--- src/rtl/rfi_pkg.sv ---
package rfi_pkg;

    localparam int XLEN = 64;

    typedef logic [XLEN-1:0] xword_t;
    typedef logic [2:0]      tstate_t;

    // Positions of the specially treated status bits (LSB-first indices)
    localparam int HV_B  = XLEN - 1 - 3;
    localparam int ME_B  = XLEN - 1 - 51;
    localparam int TS_HI = XLEN - 1 - 29;
    localparam int TS_LO = XLEN - 1 - 31;
    localparam int EE_B  = XLEN - 1 - 48;
    localparam int PR_B  = XLEN - 1 - 49;
    localparam int IR_B  = XLEN - 1 - 58;
    localparam int DR_B  = XLEN - 1 - 59;

    localparam int NUM_FORCED = 3;
    localparam int FORCED_BITS [NUM_FORCED] = '{EE_B, IR_B, DR_B};

    // Transaction-state encodings relevant to the guard
    localparam tstate_t TS_GUARD_CUR = 3'b010;
    localparam tstate_t TS_GUARD_REQ = 3'b000;

    typedef struct packed {
        xword_t msr;
        logic   msr_ok;
        xword_t pc;
        logic   pc_ok;
    } rfi_result_t;

    function automatic xword_t special_mask();
        xword_t m;
        m = '0;
        m[HV_B] = 1'b1;
        m[ME_B] = 1'b1;
        m[TS_HI:TS_LO] = '1;
        for (int i = 0; i < NUM_FORCED; i++) m[FORCED_BITS[i]] = 1'b1;
        return m;
    endfunction

    localparam xword_t COPY_MASK = ~special_mask();

endpackage

--- src/rtl/rfi_priv_merge.sv ---
module rfi_priv_merge (
    input  logic cur_hv,
    input  logic cur_me,
    input  logic sv_hv,
    input  logic sv_me,
    output logic new_hv,
    output logic new_me
);
    // Hypervisor state can only be dropped, never gained; machine-check
    // enable is only restorable from hypervisor state.
    always_comb begin
        new_hv = cur_hv & sv_hv;
        new_me = cur_hv ? sv_me : cur_me;
    end
endmodule

--- src/rtl/rfi_ts_guard.sv ---
module rfi_ts_guard
    import rfi_pkg::*;
(
    input  tstate_t cur_ts,
    input  tstate_t sv_ts,
    output tstate_t new_ts
);
    logic illegal;
    always_comb begin
        illegal = (cur_ts == TS_GUARD_CUR) && (sv_ts == TS_GUARD_REQ);
        new_ts  = illegal ? cur_ts : sv_ts;
    end
endmodule

--- src/rtl/rfi_addr_align.sv ---
module rfi_addr_align #(
    parameter int W          = 64,
    parameter int ALIGN_BITS = 2
) (
    input  logic [W-1:0] addr_in,
    output logic [W-1:0] addr_out
);
    localparam logic [W-1:0] KEEP = ~((W'(1) << ALIGN_BITS) - W'(1));
    always_comb addr_out = addr_in & KEEP;
endmodule

--- src/rtl/rfi_restore.sv ---
module rfi_restore
    import rfi_pkg::*;
#(
    parameter int CTX_W      = 8,
    parameter int ALIGN_BITS = 2
) (
    input  logic             clk,
    input  logic             rst,
    input  logic [XLEN-1:0]  cur_msr,
    input  logic [XLEN-1:0]  saved_status,
    input  logic [XLEN-1:0]  saved_pc,
    input  logic [CTX_W-1:0] ctx_in,
    output logic [XLEN-1:0]  new_msr,
    output logic             new_msr_valid,
    output logic [XLEN-1:0]  next_pc,
    output logic             next_pc_valid,
    output logic [CTX_W-1:0] ctx_out
);
    logic        hv_n, me_n;
    tstate_t     ts_n;
    logic [NUM_FORCED-1:0] forced_n;
    xword_t      pc_n;
    rfi_result_t res_d, res_q;
    logic [CTX_W-1:0] ctx_q;

    rfi_priv_merge u_priv (
        .cur_hv (cur_msr[HV_B]),
        .cur_me (cur_msr[ME_B]),
        .sv_hv  (saved_status[HV_B]),
        .sv_me  (saved_status[ME_B]),
        .new_hv (hv_n),
        .new_me (me_n)
    );

    rfi_ts_guard u_ts (
        .cur_ts (cur_msr[TS_HI:TS_LO]),
        .sv_ts  (saved_status[TS_HI:TS_LO]),
        .new_ts (ts_n)
    );

    rfi_addr_align #(.W(XLEN), .ALIGN_BITS(ALIGN_BITS)) u_align (
        .addr_in  (saved_pc),
        .addr_out (pc_n)
    );

    // User mode implies interrupts and translation on
    for (genvar g = 0; g < NUM_FORCED; g++) begin : g_force
        assign forced_n[g] = saved_status[FORCED_BITS[g]] | saved_status[PR_B];
    end

    always_comb begin
        res_d.msr = saved_status & COPY_MASK;
        res_d.msr[HV_B] = hv_n;
        res_d.msr[ME_B] = me_n;
        res_d.msr[TS_HI:TS_LO] = ts_n;
        for (int i = 0; i < NUM_FORCED; i++) res_d.msr[FORCED_BITS[i]] = forced_n[i];
        res_d.msr_ok = 1'b1;
        res_d.pc     = pc_n;
        res_d.pc_ok  = 1'b1;
    end

    always_ff @(posedge clk) begin
        if (rst) begin
            res_q <= '0;
            ctx_q <= '0;
        end else begin
            res_q <= res_d;
            ctx_q <= ctx_in;
        end
    end

    assign new_msr       = res_q.msr;
    assign new_msr_valid = res_q.msr_ok;
    assign next_pc       = res_q.pc;
    assign next_pc_valid = res_q.pc_ok;
    assign ctx_out       = ctx_q;
endmodule

--- config.mk ---
export PLATFORM = sky130hd
export DESIGN_NAME = rfi_restore
export DESIGN_NICKNAME = d
export VERILOG_FILES = /design/src/rtl/rfi_pkg.sv /design/src/rtl/rfi_priv_merge.sv /design/src/rtl/rfi_ts_guard.sv /design/src/rtl/rfi_addr_align.sv /design/src/rtl/rfi_restore.sv
export SDC_FILE = /design/constraint.sdc
export NUM_CORES = 1
export LEC_CHECK = 0
export BUFFER_PORTS_ARGS = -buffer_cell sky130_fd_sc_hd__clkbuf_2
export CAP_MARGIN = 20
export CORE_AREA = 3 3 130 132
export CTS_BUF_LIST = sky130_fd_sc_hd__clkbuf_8
export DETAILED_ROUTE_END_ITERATION = 16
export DIE_AREA = 0 0 133 135
export PLACE_DENSITY = 0.5
export SKIP_CTS_REPAIR_TIMING = 1
export SLEW_MARGIN = 25
export SYNTH_ARGS = -nofsm -noshare
export SYNTH_HDL_FRONTEND = slang
export SYNTH_SLANG_ARGS = --single-unit
--- constraint.sdc ---
create_clock -name clk -period 1.3 [get_ports clk]
set_input_delay 0.39 -clock clk [delete_from_list [all_inputs] [get_ports clk]]
set_output_delay 0.39 -clock clk [all_outputs]
set_load 0.02 [all_outputs]
==> summary.txt <==
Outcome
  • Status: finished, final reports clean

Pwr
  • Sequential fraction of design power: 51.9%
  • PD cells: 1290 mW/mm²
  • Combinational Power Share: 14.4%
  • Static Leak: 3.18 nW
  • Switching Fraction: 24.9%
  • Peak supply drop: 0.000816 V
  • Clock share of power: 33.7%
  • Pint: 6.52 mW
  • Net switching power: 2.17 mW

Floorplan
  • Boundary Pins: 340
  • Die W: 133 µm
  • Std cell rows: 46
  • Die Area: 0.0180 mm²
  • Core Region: 0.0158 mm²
  • Initial Utilization: 23.4%
  • Chip Height: 135 µm

Worst setup path
  • CP endpoint kind: output port
  • Buf/Inv on CP: 1
  • Top delay family on crit path: flip-flops
  • Slowest cell on crit path: dfxtp_2
  • Startpoint Class: flip-flop
  • Cell chain of the critical path: buf_6
  • Setup CP Type: reg2out
  • Max stage delay on crit path: 350 ps
  • CP startpoint: new_msr[2]
  • Critical Path RT: 910 ps
  • Crit path DAT: 880 ps
  • Critical Path Stages: 1
  • Peak fanout along the critical path: 1

Final layout
  • Post-route cell area: 0.00671 mm²
  • Seq. cell area: 0.00287 mm²
  • Final antenna diode count: 0
  • Fillers: 1517
  • Layout Nets: 783
  • Area of the multi-input gates: 897 µm²
  • Share of layout cells above drive strength 1: 75.7%
  • Area grow syn2layout: 81.2%

GRT
  • Initial antenna violation count: 0
  • GRT Residual Overflow: 0
  • First-pass GRT wire length: 15.6 mm
  • Pin count of the biggest net entering global routing: 35
  • Overall Global Routing Usage: 11.4%
  • Vias in the first global route: 3072

Clock tree
  • CTS Sinks: 135
  • Worst-path clk slew: 80 ps
  • CTS tree: yes
  • CTS HTree Levels: 4
  • Max clock buf depth: 2
  • Total CTS buffers: 17
  • Root buffer cell: clkbuf_8

Drt
  • Avg Vias per Cell: 3.74
  • Post-route ant nets: 0
  • DRC: 0
  • Via count: 3018
  • DRT Wirelength: 10.9 mm
  • DR WL/cell: 13.4 µm
  • DRC violation total after the first TritonRoute iteration: 47
  • DRT Pass-1 Iters: 4

STA
  • RSZ-0062 raised after global routing: yes
  • Min Tclk post-route: 1270 ps
  • Max Slew Vio Count: 0
  • Final hold viol count: 0
  • Setup TNS: 0 ps
  • Final setup vio count: 0
  • Max Clock Freq: 0.787 GHz
  • Crit share post-route: 97.8%
  • Worst Setup Slack, final: 28.6 ps

Run
  • Max-cap violation count: 0

Logic synthesis
  • Distinct cells, synth: 14
  • Synth top area cells: dfxtp_1 (73%), nor2b_1 (19%), and2b_1 (3.6%)
  • Syn_area_per_cell: 12.6 µm²
  • FF+latch count, synth: 135
  • Sequential area share after synthesis: 73.0%
  • Yosys top cell by area: dfxtp_1
  • Synth Cell Area: 0.00370 mm²
  • Synth warn: 0
  • Yosys top cell area share: 73.0%
  • Syn Inst Count: 295

Place
  • Pre-CTS setup slack: 164 ps
  • Dpl hpwl: 8.18 mm
  • RePlAce Congestion: 0.727
  • Placed cell areas: 0.00536 mm²
  • PortBufs: 276

Min path
  • Hold Path Class: in2reg
  • Min-Delay Endpoint: new_msr[57]
  • Worst Hold Depth: 2
  • Hold_sp: saved_status[57]
==> Yosys cell counts <==
cell,count
a32o_1,1
and3_1,1
nor2_1,8
and2b_1,18
inv_1,1
nor3_2,1
clkbuf_1,6
nor2b_1,110
mux2i_1,1
buf_4,3
buf_2,7
dfxtp_1,135
conb_1,1
buf_6,2
==> cell type report <==
class,instances,area share [%]
Sequential cell,135,42.8
Timing Repair Buffer,284,34.8
Multi-Input combinational cell,142,13.4
Clock buffer,20,4.10
Tap cell,216,4.03
Clock inverter,10,0.877
Inverter,1,0.0559
==> metal layers <==
layer | wire length (µm) | up-vias | global-route usage [%]
li1 | - | 1453 | -
met3 | 1180 | 7 | 7.04
met1 | 3790 | 1384 | 11.0
met2 | 5770 | 174 | 19.9
met5 | 0 | - | 0
met4 | 124 | 0 | 4.33
==> flip-flops by register name (all words and copies together) (netlist names) <==
name	flops
next_pc	62
ctx_out	8
new_msr	64
new_msr_valid	1
==> power groups by stage <==
| stage | combinational (mW) | sequential, mW | clock, mW |
|---|---|---|---|
| after floorplan | 0.218 | 4.80 | 0 |
| final | 1.25 | 4.51 | 2.93 |
| after global placement | 0.988 | 4.51 | 0 |
| after global routing | 1.33 | 4.53 | 3.29 |
| after CTS | 0.997 | 4.42 | 3.09 |
| after detailed placement | 0.994 | 4.52 | 0 |
==> kinds of logic (layout without fill, tap and decap cells) <==
group / Yosys count / count (layout) / synth area share [%]
other cells: 1 / 2 / 0.101
mux: 1 / 1 / 0.270
buf+inv: 19 / 315 / 2.87
compound gates: 1 / 1 / 0.270
simple gates: 138 / 138 / 23.5
flops: 135 / 135 / 73.0
==> layout by cell type, fill, tap and decap left out, drive strengths merged <==
| cell type | instances |
|---|---|
| a32o | 1 |
| and2b | 18 |
| and3 | 1 |
| buf | 145 |
| clkbuf | 159 |
| clkinv | 5 |
| clkinvlp | 3 |
| conb | 2 |
| dfxtp | 135 |
| inv | 3 |
| mux2i | 1 |
| nor2 | 8 |
| nor2b | 110 |
| nor3 | 1 |
==> metrics by stage <==
step	power [mW]	hold slack (ps)	instances	util, %
final	8.69	167	808	42.4
after global routing	9.15	109	808	42.4
after CTS	8.51	117	808	35.9
after detailed placement	5.51	598	778	33.8
after global placement	5.50	595	778	33.8
after floorplan	5.02	506	296	-
==> worst max path at each step <==
stage	to	slack, ps
after floorplan	ctx_out[3]	260
after global placement	new_msr[33]	170
after detailed placement	new_msr[33]	160
after CTS	ctx_out[0]	-100
after global routing	next_pc_valid	-60
final	new_msr[2]	30
Note: power is estimated with default switching activity, not from simulation.
